==> src/rtl/raster_pkg.sv <==
// Package: shared register-select encoding and status bit positions for the
// raster timing block. Assumes a two-bit register address.
package raster_pkg;

    typedef enum logic [1:0] {
        SEL_IRQ_CTRL   = 2'd0,
        SEL_NMI_STAT   = 2'd1,
        SEL_BLANK_STAT = 2'd2,
        SEL_SPARE      = 2'd3
    } reg_sel_e;

    localparam int STAT_VBL_BIT = 7;
    localparam int STAT_HBL_BIT = 6;
    localparam int CTRL_EN_BIT  = 7;

endpackage

==> src/rtl/raster_counter.sv <==
// raster_counter: dot/line/frame position counters. The dot counter steps
// every clock and wraps after DOT_LAST. The line counter steps on a dot wrap
// and wraps after LINE_WRAP-1, and the frame counter then steps. The module
// also flags the cycles whose edge enters or leaves vertical blank.
// Assumes LINE_VBL < LINE_WRAP and synchronous active-low reset.
module raster_counter #(
    parameter int DOT_LAST  = 340,
    parameter int LINE_VBL  = 225,
    parameter int LINE_WRAP = 260,
    parameter int DOT_W     = 9,
    parameter int LINE_W    = 9,
    parameter int FRAME_W   = 16
) (
    input  logic               clk,
    input  logic               rst_n,
    output logic [DOT_W-1:0]   dot,
    output logic [LINE_W-1:0]  line,
    output logic [FRAME_W-1:0] frame,
    output logic               vbl_enter,
    output logic               vbl_leave
);

    localparam logic [DOT_W-1:0]  DOT_END   = DOT_W'(DOT_LAST);
    localparam logic [LINE_W-1:0] LINE_END  = LINE_W'(LINE_WRAP - 1);
    localparam logic [LINE_W-1:0] LINE_PRE  = LINE_W'(LINE_VBL - 1);

    logic at_eol;

    // Purpose: detect the last dot of a line.
    always_comb begin
        at_eol = (dot == DOT_END);
    end

    // Purpose: flag the edges that enter and leave vertical blank.
    always_comb begin
        vbl_enter = at_eol && (line == LINE_PRE);
        vbl_leave = at_eol && (line == LINE_END);
    end

    // Purpose: advance the dot, line and frame position registers.
    always_ff @(posedge clk) begin
        if (!rst_n) begin
            dot   <= '0;
            line  <= '0;
            frame <= '0;
        end else if (at_eol) begin
            dot <= '0;
            if (line == LINE_END) begin
                line  <= '0;
                frame <= frame + FRAME_W'(1);
            end else begin
                line <= line + LINE_W'(1);
            end
        end else begin
            dot <= dot + DOT_W'(1);
        end
    end

endmodule

==> src/rtl/nmi_ctrl.sv <==
// nmi_ctrl: holds the vertical-blank flag and the interrupt enable, and emits
// a single-clock request when vertical blank begins with the enable set.
// Assumes vbl_enter and vbl_leave are each high for one clock per frame.
module nmi_ctrl (
    input  logic clk,
    input  logic rst_n,
    input  logic vbl_enter,
    input  logic vbl_leave,
    input  logic en_wr,
    input  logic en_bit,
    output logic flag,
    output logic enable,
    output logic req
);

    // Purpose: set the flag on vertical-blank entry and clear it on frame wrap.
    always_ff @(posedge clk) begin
        if (!rst_n) begin
            flag <= 1'b0;
        end else if (vbl_leave) begin
            flag <= 1'b0;
        end else if (vbl_enter) begin
            flag <= 1'b1;
        end
    end

    // Purpose: load the interrupt enable from processor writes.
    always_ff @(posedge clk) begin
        if (!rst_n) begin
            enable <= 1'b0;
        end else if (en_wr) begin
            enable <= en_bit;
        end
    end

    // Purpose: issue a one-clock request on entry, gated by the prior enable.
    always_ff @(posedge clk) begin
        if (!rst_n) begin
            req <= 1'b0;
        end else begin
            req <= vbl_enter && enable;
        end
    end

endmodule

==> src/rtl/status_mux.sv <==
// status_mux: builds the readable status bytes from the flag and the beam
// position and selects one by register address. Purely combinational.
// Assumes HB_END < HB_START so the horizontal window wraps the line end.
module status_mux #(
    parameter int LINE_VBL = 225,
    parameter int HB_START = 'h121,
    parameter int HB_END   = 'h15,
    parameter int DOT_W    = 9,
    parameter int LINE_W   = 9
) (
    input  logic [1:0]        sel,
    input  logic              flag,
    input  logic [DOT_W-1:0]  dot,
    input  logic [LINE_W-1:0] line,
    output logic [7:0]        rdata
);
    import raster_pkg::*;

    localparam logic [LINE_W-1:0] VBL_LINE = LINE_W'(LINE_VBL);
    localparam logic [DOT_W-1:0]  HB_LO    = DOT_W'(HB_START);
    localparam logic [DOT_W-1:0]  HB_HI    = DOT_W'(HB_END);

    logic       in_vbl;
    logic       in_hbl;
    logic [7:0] nmi_byte;
    logic [7:0] blank_byte;

    // Purpose: decode the blank windows from the beam position.
    always_comb begin
        in_vbl = (line >= VBL_LINE);
        in_hbl = (dot >= HB_LO) || (dot <= HB_HI);
    end

    // Purpose: assemble the two status bytes, unused bits zero.
    always_comb begin
        nmi_byte                 = '0;
        nmi_byte[STAT_VBL_BIT]   = flag;
        blank_byte               = '0;
        blank_byte[STAT_VBL_BIT] = in_vbl;
        blank_byte[STAT_HBL_BIT] = in_hbl;
    end

    // Purpose: select the read byte by register address.
    always_comb begin
        case (reg_sel_e'(sel))
            SEL_NMI_STAT:   rdata = nmi_byte;
            SEL_BLANK_STAT: rdata = blank_byte;
            default:        rdata = 8'h00;
        endcase
    end

endmodule

==> src/rtl/raster_nmi_gen.sv <==
// raster_nmi_gen: top of the raster timing and vertical-blank interrupt
// block. Joins the position counters, the interrupt controller and the status
// read mux, and decodes processor writes to the control register.
// Assumes one dot per clock and a synchronous active-low reset.
module raster_nmi_gen #(
    parameter int DOT_LAST  = 340,
    parameter int LINE_VBL  = 225,
    parameter int LINE_WRAP = 260,
    parameter int HB_START  = 'h121,
    parameter int HB_END    = 'h15,
    parameter int FRAME_W   = 16,
    parameter int DOT_W     = $clog2(DOT_LAST + 1),
    parameter int LINE_W    = $clog2(LINE_WRAP)
) (
    input  logic               clk,
    input  logic               rst_n,
    input  logic               cpu_wr,
    input  logic [1:0]         cpu_addr,
    input  logic [7:0]         cpu_wdata,
    output logic [7:0]         cpu_rdata,
    output logic [DOT_W-1:0]   dot_cnt,
    output logic [LINE_W-1:0]  line_cnt,
    output logic [FRAME_W-1:0] frame_cnt,
    output logic               nmi_req
);
    import raster_pkg::*;

    logic vbl_enter;
    logic vbl_leave;
    logic ctrl_wr;
    logic nmi_flag;
    logic nmi_enable;
    logic unused_wdata;

    // Purpose: decode writes to the interrupt-control register.
    always_comb begin
        ctrl_wr = cpu_wr && (reg_sel_e'(cpu_addr) == SEL_IRQ_CTRL);
    end

    assign unused_wdata = ^cpu_wdata[6:0];

    raster_counter #(
        .DOT_LAST (DOT_LAST),
        .LINE_VBL (LINE_VBL),
        .LINE_WRAP(LINE_WRAP),
        .DOT_W    (DOT_W),
        .LINE_W   (LINE_W),
        .FRAME_W  (FRAME_W)
    ) u_cnt (
        .clk      (clk),
        .rst_n    (rst_n),
        .dot      (dot_cnt),
        .line     (line_cnt),
        .frame    (frame_cnt),
        .vbl_enter(vbl_enter),
        .vbl_leave(vbl_leave)
    );

    nmi_ctrl u_nmi (
        .clk      (clk),
        .rst_n    (rst_n),
        .vbl_enter(vbl_enter),
        .vbl_leave(vbl_leave),
        .en_wr    (ctrl_wr),
        .en_bit   (cpu_wdata[CTRL_EN_BIT]),
        .flag     (nmi_flag),
        .enable   (nmi_enable),
        .req      (nmi_req)
    );

    status_mux #(
        .LINE_VBL(LINE_VBL),
        .HB_START(HB_START),
        .HB_END  (HB_END),
        .DOT_W   (DOT_W),
        .LINE_W  (LINE_W)
    ) u_stat (
        .sel  (cpu_addr),
        .flag (nmi_flag),
        .dot  (dot_cnt),
        .line (line_cnt),
        .rdata(cpu_rdata)
    );

endmodule

==> config.mk <==
export PLATFORM = sky130hd
export DESIGN_NAME = raster_nmi_gen
export DESIGN_NICKNAME = d
export VERILOG_FILES = /design/src/rtl/raster_pkg.sv /design/src/rtl/raster_counter.sv /design/src/rtl/nmi_ctrl.sv /design/src/rtl/status_mux.sv /design/src/rtl/raster_nmi_gen.sv
export SDC_FILE = /design/constraint.sdc
export NUM_CORES = 1
export LEC_CHECK = 0
export BUFFER_PORTS_ARGS = -buffer_cell sky130_fd_sc_hd__buf_2
export CAP_MARGIN = 20
export CORE_MARGIN = 2
export CORE_UTILIZATION = 54
export CTS_BUF_LIST = sky130_fd_sc_hd__clkbuf_2 sky130_fd_sc_hd__clkbuf_4 sky130_fd_sc_hd__clkbuf_8
export DETAILED_ROUTE_END_ITERATION = 8
export PLACE_DENSITY_LB_ADDON = 0.2
export SYNTH_ARGS = -nofsm -noshare
export SYNTH_HDL_FRONTEND = slang
export SYNTH_SLANG_ARGS = --single-unit
==> constraint.sdc <==
create_clock -name clk -period 2.8 [get_ports clk]
set_clock_uncertainty 0.15 [all_clocks]
set_input_delay 0.28 -clock clk [delete_from_list [all_inputs] [get_ports clk]]
set_output_delay 0.28 -clock clk [all_outputs]
set_load 0.05 [all_outputs]
==> impl_results.md <==
* GP Congestion at 0.795
* Clock Pin Slew Worst Setup and Hold Paths at 70 ps
* Synth cell types at 42
* Post-layout minimum cycle time at 2610 ps
* Final Hold Viols at 0
* Cell Area, Synth at 1990 um^2
* Yosys reg bits at 37
* Max frequency at 383 MHz
* Post-Synthesis Cells at 236
* Detailed-route wire length per cell at 13.1 um
* RSZ-0062 raised after global routing: no
* Reg-to-reg setup timing slack at 380 ps
* # resized after CTS at 0
* CP endpoint kind: output port
* Drt first pass iters at 4
* Pwr dens at 468 nW/um^2
* Placement Rows at 22
* Area grow syn2layout at 17.8%
* Post-cts hold buffer count at 0
* Die Span X at 64.7 um
* LEAKAGE at 0.944 nW
* Core Area at 3610 um^2
* Number of global-route vias before repair at 1509
* Synthesis Warnings at 0
* Sink Count at 37
* CP Max Fanout at 7
* Input/output buffers at 42
* Antenna violations before repair at 0
* Die height at 64.7 um
* Root Driver: clkbuf_8
* Nets@finish at 302
* Routed vias at 1869
* Post-DP HPWL at 3010 um
* Violation count after the first detailed-route iteration at 72
* Fin util at 0.650
* Max_slew headroom at 0.604
* DP Area at 2220 um^2
* Longest Clk Path Bufs at 2
* Crit path DAT at 2180 ps
* Final setup violation count at 0
* DRT antenna net count at 0
* Clock Latency Late Sink at 300 ps
* Via density at 5.70
* Fin. max-slew vios at 0
* Total Routed Length at 4290 um
* Starting density of the core at 0.552
* IO Count at 56
* Final period utilization at 0.932
* Share of layout cells above drive strength 1 at 0.221
* Drc violations at 0
* Diodes inserted at 0
* Total track usage at 0.210
* Worst Setup Start Kind: flop
* Hold Crit Class: in2reg
* Worst vdd rail ir drop at 0.266 mV
* Largest net degree at the start of global routing at 18
* CTS tree: done
* Crit Path Class: reg2out
* H-tree levels at 2
* Non-filler instance count after layout at 328
* GRT Residual Overflow at 0
* Die area at 4190 um^2
* Clock buffer count from CTS at 5
* Global-route wire length before repair at 6890 um
* Post-CTS Repair Setup Buffers at 0
* Dpl cells at 320
* Post-route cell area at 2340 um^2
* TNS Setup at 0 ps
* Max-cap violations at 0
* Post-Syn Area per Cell at 8.43 um^2
* Sequential area share after synthesis at 0.372
* Worst Path Required at 2370 ps
* Worst slew pin tran at 590 ps
* Status: finished, final reports clean
area by class of cell:
cell class	count	area (um^2)
Fill cell	346	1260
Multi-Input combinational cell	173	1120
Sequential cell	37	742
Timing Repair Buffer	47	248
Clock buffer	7	90.1
Tap cell	48	60.1
Inverter	15	56.3
Clock inverter	1	30.0
worst max-delay path, stage by stage, from the launching register on:
cell and delay, ps:
dfxtp_2 390, inv_1 80, ha_1 200, or4_1 530
o21a_1 180, o31ai_1 190, a21boi_1 90, buf_2 220
per-layer routing:
metal  GRT usage  wire, um
met2       0.332      1990
met5           0         0
met1       0.269      1990
met4      0.0798        64
met3      0.0625       240
kinds of logic after synthesis:
| family | count (synthesis) | share of synthesized area |
|---|---|---|
| adders and majority gates | 10 | 0.0629 |
| xor gates and xnor gates | 14 | 0.0616 |
| and+or+nand+nor | 98 | 0.283 |
| DFF | 37 | 0.372 |
| muxes | 2 | 0.0101 |
| AOI/OAI and AO/OA | 43 | 0.133 |
| buffers and inverters | 31 | 0.0754 |
| other | 1 | 0.00188 |
synth_stat cells (all sizes together):
library cell	count	share of area
o31ai	11	0.041
a31oi	1	0.0031
nand4	6	0.019
o21ai	7	0.018
or3	4	0.015
dfxtp	37	0.37
and4	2	0.0088
nor3	5	0.013
clkinv	1	0.0019
o2111ai	1	0.0044
or4	13	0.051
xnor2	9	0.040
mux2i	2	0.010
nor2	16	0.030
nor3b	1	0.0038
nand4b	1	0.0044
ha	10	0.063
and3	3	0.0094
inv	14	0.026
nand2	15	0.028
o21a	1	0.0038
or2	2	0.0063
xor2	5	0.022
and4b	1	0.0050
conb	1	0.0019
a21oi	18	0.045
nand2b	2	0.0063
a21boi	2	0.0075
clkbuf	6	0.011
and4bb	1	0.0063
o21ba	1	0.0050
nor4	8	0.025
a211o	1	0.0044
nand4bb	2	0.011
nand3	15	0.038
buf	10	0.036
and2	1	0.0031
path summary, 6_finish.rpt:
check                             startpoint                           end  depth (start not counted)
hold reg to reg    u_nmi.enable$_SDFFE_PN0P_     u_nmi.enable$_SDFFE_PN0P_                          2
hold / removal                  cpu_wdata[7]     u_nmi.enable$_SDFFE_PN0P_                          3
setup reg to reg  u_cnt.line[1]$_SDFFE_PN0P_  u_cnt.frame[14]$_SDFFE_PN0P_                          5
setup / recovery     u_cnt.dot[1]$_SDFF_PP0_                  cpu_rdata[6]                          7
stage by stage:
stage | power, mW | worst slack, ps | hold WS (ps)
finish | 1.10 | 191 | 82.7
global route | 1.14 | 64.0 | 104
CTS | 1.11 | 82.4 | 75.3
detailed placement | 0.623 | 417 | 298
global placement | 0.621 | 470 | 293
floorplan | 0.613 | 71.2 | 277
layout by cell type (no fill, tap or decap), drive strengths merged, types with 2 or more instances in the layout:
cell     instances
buf             47
dfxtp           37
a21oi           18
nor2            16
nand3           15
nand2           15
inv             14
or4             13
o31ai           11
ha              10
xnor2            9
nor4             8
o21ai            7
clkbuf           7
nand4            6
conb             6
nor3             5
xor2             5
or3              4
and3             3
or2              2
a21boi           2
nand4bb          2
and4             2
nand2b           2
mux2i            2
state kept, by name, summed over array words and instances (netlist names):
| register | cells |
|---|---|
| u_nmi.req | 1 |
| u_cnt.frame | 16 |
| u_cnt.line | 9 |
| u_nmi.enable | 1 |
| u_nmi.flag | 1 |
| u_cnt.dot | 9 |
power breakdown:
part / internal, mW / switching, mW / leakage [nW]
Sequential: 0.531 / 0.00848 / 0.299
Combinational: 0.0166 / 0.0556 / 0.583
Clock: 0.300 / 0.187 / 0.0619
Total: 0.847 / 0.251 / 0.944
No activity file was read; power rests on OpenSTA's default activity.
